`config.mk`:
```
export PLATFORM = sky130hd
export DESIGN_NAME = ilv_flash_rd
export DESIGN_NICKNAME = d
export VERILOG_FILES = /design/src/rtl/ilv_flash_pkg.sv /design/src/rtl/ilv_addr_split.sv /design/src/rtl/ilv_bank_port.sv /design/src/rtl/ilv_prefetch_ctl.sv /design/src/rtl/ilv_flash_rd.sv
export SDC_FILE = /design/constraint.sdc
export NUM_CORES = 1
export LEC_CHECK = 0
export ABC_AREA = 0
export BUFFER_PORTS_ARGS = -buffer_cell sky130_fd_sc_hd__buf_4
export CORE_AREA = 2 2 82 76
export CTS_CLUSTER_DIAMETER = 150
export DETAILED_ROUTE_END_ITERATION = 8
export DIE_AREA = 0 0 84 78
export GPL_TIMING_DRIVEN = 0
export PLACE_DENSITY = 0.94
export RECOVER_POWER = 25
export SLEW_MARGIN = 10
export SYNTH_ARGS = -nofsm -noshare
export SYNTH_HDL_FRONTEND = slang
export SYNTH_SLANG_ARGS = --single-unit
```
`constraint.sdc`:
```
create_clock -name clk -period 2.85 [get_ports clk]
set_clock_uncertainty 0.05 [all_clocks]
set_input_delay 0.4275 -clock clk [delete_from_list [all_inputs] [get_ports clk]]
set_output_delay 0.4275 -clock clk [all_outputs]
set_load 0.005 [all_outputs]
```
`src/rtl/ilv_flash_pkg.sv`:
```
package ilv_flash_pkg;
    localparam int FL_DATA_W = 32;
    localparam int FL_BANKS  = 2;

    typedef logic [FL_DATA_W-1:0] fl_word_t;

    typedef enum logic {
        FL_MODE_NOWAIT = 1'b0,
        FL_MODE_WAIT1  = 1'b1
    } fl_mode_e;
endpackage

```
`src/rtl/ilv_addr_split.sv`:
```
module ilv_addr_split #(
    parameter int ADDR_W = 16,
    localparam int WORD_W = ADDR_W - 2,
    localparam int ROW_W  = ADDR_W - 3
) (
    input  logic [WORD_W-1:0] word_idx,
    output logic              cur_bank,
    output logic [ROW_W-1:0]  cur_row,
    output logic [ROW_W-1:0]  nxt_row
);
    logic [WORD_W-1:0] nxt_word;

    always_comb begin
        nxt_word = word_idx + WORD_W'(1);
        cur_bank = word_idx[0];
        cur_row  = word_idx[WORD_W-1:1];
        nxt_row  = nxt_word[WORD_W-1:1];
    end
endmodule

```
`src/rtl/ilv_bank_port.sv`:
```
module ilv_bank_port #(
    parameter int ROW_W = 13
) (
    input  logic             clk,
    input  logic             rst_n,
    input  logic             present,
    input  logic [ROW_W-1:0] row_in,
    output logic             bank_en,
    output logic [ROW_W-1:0] bank_row
);
    typedef struct packed {
        logic             en;
        logic [ROW_W-1:0] row;
    } port_st_t;

    port_st_t st_d, st_q;

    always_comb begin
        st_d = st_q;
        if (present) begin
            st_d.en  = 1'b1;
            st_d.row = row_in;
        end
        bank_en  = st_d.en;
        bank_row = st_d.row;
    end

    always_ff @(posedge clk or negedge rst_n) begin
        if (!rst_n) begin
            st_q <= '0;
        end else begin
            st_q <= st_d;
        end
    end
endmodule

```
`src/rtl/ilv_prefetch_ctl.sv`:
```
module ilv_prefetch_ctl
    import ilv_flash_pkg::*;
#(
    parameter int WORD_W = 14
) (
    input  logic              clk,
    input  logic              rst_n,
    input  logic              cfg_wait1,
    input  logic              req_valid,
    input  logic [WORD_W-1:0] req_word,
    input  logic              req_seq,
    output logic              rsp_ready,
    output logic              pf_on
);
    typedef struct packed {
        logic              pf_valid;
        logic [WORD_W-1:0] pf_word;
        logic              waited;
    } pf_st_t;

    pf_st_t   st_d, st_q;
    fl_mode_e mode;
    logic     hit;

    always_comb begin
        mode      = fl_mode_e'(cfg_wait1);
        hit       = (mode == FL_MODE_WAIT1) && st_q.pf_valid && (req_word == st_q.pf_word);
        rsp_ready = req_valid && ((mode == FL_MODE_NOWAIT) || hit || st_q.waited);
        pf_on     = req_valid && req_seq && (mode == FL_MODE_WAIT1);

        st_d = st_q;
        if (mode == FL_MODE_NOWAIT) begin
            st_d.pf_valid = 1'b0;
            st_d.waited   = 1'b0;
        end else if (req_valid) begin
            if (rsp_ready) begin
                st_d.waited   = 1'b0;
                st_d.pf_valid = req_seq;
                st_d.pf_word  = req_word + WORD_W'(1);
            end else begin
                st_d.waited   = 1'b1;
                st_d.pf_valid = 1'b0;
            end
        end else begin
            st_d.waited = 1'b0;
        end
    end

    always_ff @(posedge clk or negedge rst_n) begin
        if (!rst_n) begin
            st_q <= '0;
        end else begin
            st_q <= st_d;
        end
    end
endmodule

```
`src/rtl/ilv_flash_rd.sv`:
```
module ilv_flash_rd
    import ilv_flash_pkg::*;
#(
    parameter int ADDR_W = 16,
    localparam int WORD_W = ADDR_W - 2,
    localparam int ROW_W  = ADDR_W - 3
) (
    input  logic              clk,
    input  logic              rst_n,
    input  logic              cfg_wait1,
    input  logic              req_valid,
    input  logic [ADDR_W-1:0] req_addr,
    input  logic              req_seq,
    output logic              rsp_ready,
    output logic [31:0]       rsp_data,
    output logic              b0_en,
    output logic [ROW_W-1:0]  b0_row,
    input  logic [31:0]       b0_data,
    output logic              b1_en,
    output logic [ROW_W-1:0]  b1_row,
    input  logic [31:0]       b1_data
);
    logic              cur_bank;
    logic [ROW_W-1:0]  cur_row, nxt_row;
    logic              pf_on;
    logic [FL_BANKS-1:0] present;
    logic [FL_BANKS-1:0] bank_en;
    logic [ROW_W-1:0]  row_in   [FL_BANKS];
    logic [ROW_W-1:0]  bank_row [FL_BANKS];
    fl_word_t          bank_dat [FL_BANKS];

    ilv_addr_split #(.ADDR_W(ADDR_W)) u_split (
        .word_idx (req_addr[ADDR_W-1:2]),
        .cur_bank (cur_bank),
        .cur_row  (cur_row),
        .nxt_row  (nxt_row)
    );

    ilv_prefetch_ctl #(.WORD_W(WORD_W)) u_pf (
        .clk       (clk),
        .rst_n     (rst_n),
        .cfg_wait1 (cfg_wait1),
        .req_valid (req_valid),
        .req_word  (req_addr[ADDR_W-1:2]),
        .req_seq   (req_seq),
        .rsp_ready (rsp_ready),
        .pf_on     (pf_on)
    );

    for (genvar gi = 0; gi < FL_BANKS; gi++) begin : g_bank
        always_comb begin
            if (cur_bank == gi[0]) begin
                present[gi] = req_valid;
                row_in[gi]  = cur_row;
            end else begin
                present[gi] = pf_on;
                row_in[gi]  = nxt_row;
            end
        end

        ilv_bank_port #(.ROW_W(ROW_W)) u_port (
            .clk      (clk),
            .rst_n    (rst_n),
            .present  (present[gi]),
            .row_in   (row_in[gi]),
            .bank_en  (bank_en[gi]),
            .bank_row (bank_row[gi])
        );
    end

    always_comb begin
        bank_dat[0] = b0_data;
        bank_dat[1] = b1_data;
        b0_en       = bank_en[0];
        b0_row      = bank_row[0];
        b1_en       = bank_en[1];
        b1_row      = bank_row[1];
        rsp_data    = bank_dat[cur_bank];
    end
endmodule

```
==> impl_metrics.ini <==
[status]
outcome = complete, but fails checks
violations = max-capacitance violations, max-slew violations

[global_route]
grt_max_degree = 45
grt-ovfl-total = 0
antenna_found_initial = 0
track_usage_pct = 25.1
grt_pass1_wl_mm = 13.0
grt_pass1_vias = 2640

[logic_synthesis]
ys_top_cells_by_area = dfrtp_1 (41%), mux2_2 (16%), xor2_1 (6.5%)
synth_area_leader_cell = dfrtp_1
ys_ff_latch = 44
yosysWarnings = 0
synth_xor_xnor_area_share_pct = 12.4
synth_flop_cell = dfrtp_1
yosysTopAreaCellShare_pct = 41.0
synthMuxAreaShare_pct = 20.3
postSynthAreaPerCell_sq_um = 10.7
synth_fa_ha_area_share_pct = 0.932
syn_inst = 252
synth-simple-area-share_pct = 12.5
synth_cell_types = 32
synth_top_family_by_area = multiplexers
synth-compound-area-share_pct = 8.72
async_flop_share_pct = 100
syn_area_sq_mm = 0.00268
ys_seq_area_share_pct = 41.0
syn_nets = 339
synth-edff-count = 0

[worst_hold_path]
worstHoldPathCells = 2
holdCritStartpoint = req_valid
hold_path.class = input pin to flip-flop

[finish]
most-common-layout-cells = buf_4 (135), dfrtp_1 (44), mux2_2 (39)
postLayoutCoreUtil_pct = 69.3
fin_cells = 466
n_antenna_cell = 0
ff_latch_area_sq_mm = 0.00110
multi_input_area_sq_mm = 0.00148
nNetsFinal = 482
layout-drive-gt1-share_pct = 51.8
syn2layout_area_growth_pct = 45.4
n_fill_cell = 410
mostFrequentLayoutCell = buf_4

[setup_path]
slowest_delay_ns = 0.25
endpoint_kind = output port
r2r_slack_ns = 0.85
cpMostUsedCell = buf_4
crit_required_ns = 2.37
r2r-start = u_pf.st_q[11]
reg2reg_depth = 5
startpoint = req_addr[3]
critPathSlowestCell = ha_2
cp-start-kind = input pin
arrival_ns = 2.17
path_cells = buf_4, ha_2, and3_1, clkbuf_2, nand3_2, nor3_1, xnor2_1, o21ai_0, buf_4
critPathKind = input pin to output port
path_max_fanout = 9

[die]
core_sq_mm = 0.00563
die_h_um = 78
die_area_sq_mm = 0.00655
io-pin-count = 146
start_util_pct = 47.7
num_rows = 26
fp.dieW_um = 84

[drt]
first_pass_iters = 4
routed_wl_mm = 7.87
remaining_drc_errors = 0
vias = 2447
drt_iter0_markers = 163
viasPerCell = 5.25
detail_route.wl_per_cell_um = 16.9
drtAntennaViolNets = 0

[cts]
clock_latency_ns = 0.30
cts_htree_levels = 2
numCtsBuffers = 5
clockBufferDepth = 2
cts-root-buf = clkbuf_8
path_clk_slew_ns = 0.08
cts_tree = built
cts.sinks = 44

[placement]
place.gp.congestion = 0.884
place_inst = 458
io_buffers = 136
hpwl_mm = 6.35

[sta]
whs_ns = 0.325
clock.fmax_mhz = 377
tightest_slew_ns = 2.33
hold_viol_final = 0
slew_violations = 45
fin_crit_ns = 2.65
finalSetupTns_ns = 0
grt_setup_unrepaired = no
finalSetupViolations = 0
slew_headroom_pct = -55.3
period_share_pct = 93.0

[power_and_ir_drop]
ir_worst_vdd_mv = 0.405
total_power_mw = 1.82
power_density_mw_per_mm2 = 466
p_leak_nw = 1.83

[run]
cap_violations = 1
## power breakdown
part | total [mW] | internal (mW) | leakage [nW] | switching, mW
Clock | 0.467 | 0.260 | 0.0552 | 0.207
Sequential | 0.775 | 0.723 | 0.534 | 0.0528
Combinational | 0.576 | 0.327 | 1.24 | 0.249
## through the flow
step | instance area (sq um) | setup WS [ns]
floorplan | 2680 | 0.688
global placement | 3790 | 0.222
detailed placement | 3790 | 0.124
CTS | 3900 | 0.125
global route | 3900 | 0.0766
finish | 3900 | 0.201
## state kept, by name, summed over array words and instances (netlist names)
signal / cells
u_pf.st_q: 16
g_bank.u_port.st_q: 28
## layer usage
| metal | part of all wire, % | GRT usage (%) | up-vias |
|---|---|---|---|
| met5 | 0 | 0 | - |
| met3 | 5.9 | 4.15 | 22 |
| met1 | 37 | 28.5 | 1162 |
| met2 | 54 | 45.6 | 106 |
| li1 | - | - | 1157 |
| met4 | 3.5 | 12.1 | 0 |
## synthesized netlist by cell type (5+ instances only)
| cell type | number |
|---|---|
| xor2_1 | 20 |
| nor2_1 | 8 |
| buf_2 | 6 |
| mux2_2 | 39 |
| clkbuf_1 | 5 |
| dfrtp_1 | 44 |
| xnor2_1 | 18 |
| nand2_1 | 29 |
| o21ai_0 | 27 |
| mux2_4 | 7 |
| o31ai_1 | 7 |
| nor3_1 | 5 |
## logic make-up after synthesis
| group | after synthesis |
|---|---|
| fa+ha+maj | 2 |
| compound gates | 38 |
| flops | 44 |
| mux | 46 |
| xor+xnor | 38 |
| buf+inv | 21 |
| simple gates | 63 |
## worst max-delay path: cells and delay by family
kind / cells / cell delay (ns)
fa+ha+maj: 1 / 0.25
compound gates: 1 / 0.25
xor+xnor: 1 / 0.12
simple gates: 3 / 0.63
buf+inv: 3 / 0.48
## area by class of cell
type                    instances  area share (%)
repair buffers                136            26.1
flip-flops and latches         44            28.2
plain buffers                  19            2.63
clock buffers                   6            1.86
multi-input cells             187            37.9
inverters                       2           0.192
well taps                      70            2.24
clock inverters                 2           0.898
## path summary, 6_finish.rpt
path	endpoint
max in group asynchronous	g_bank[0].u_port.st_q[9]
min	u_pf.st_q[15]
max	b1_row[11]
min in group asynchronous	g_bank[0].u_port.st_q[5]
min reg2reg	g_bank[0].u_port.st_q[13]
max reg2reg	u_pf.st_q[5]
## repair_timing
action / in CTS / in global routing
resized for setup: 0 / 3
hold buffers: 0 / 0
setup endpoints to repair: 0 / 11
buffers inserted: 0 / 0
(Power assumes the default switching activity.)
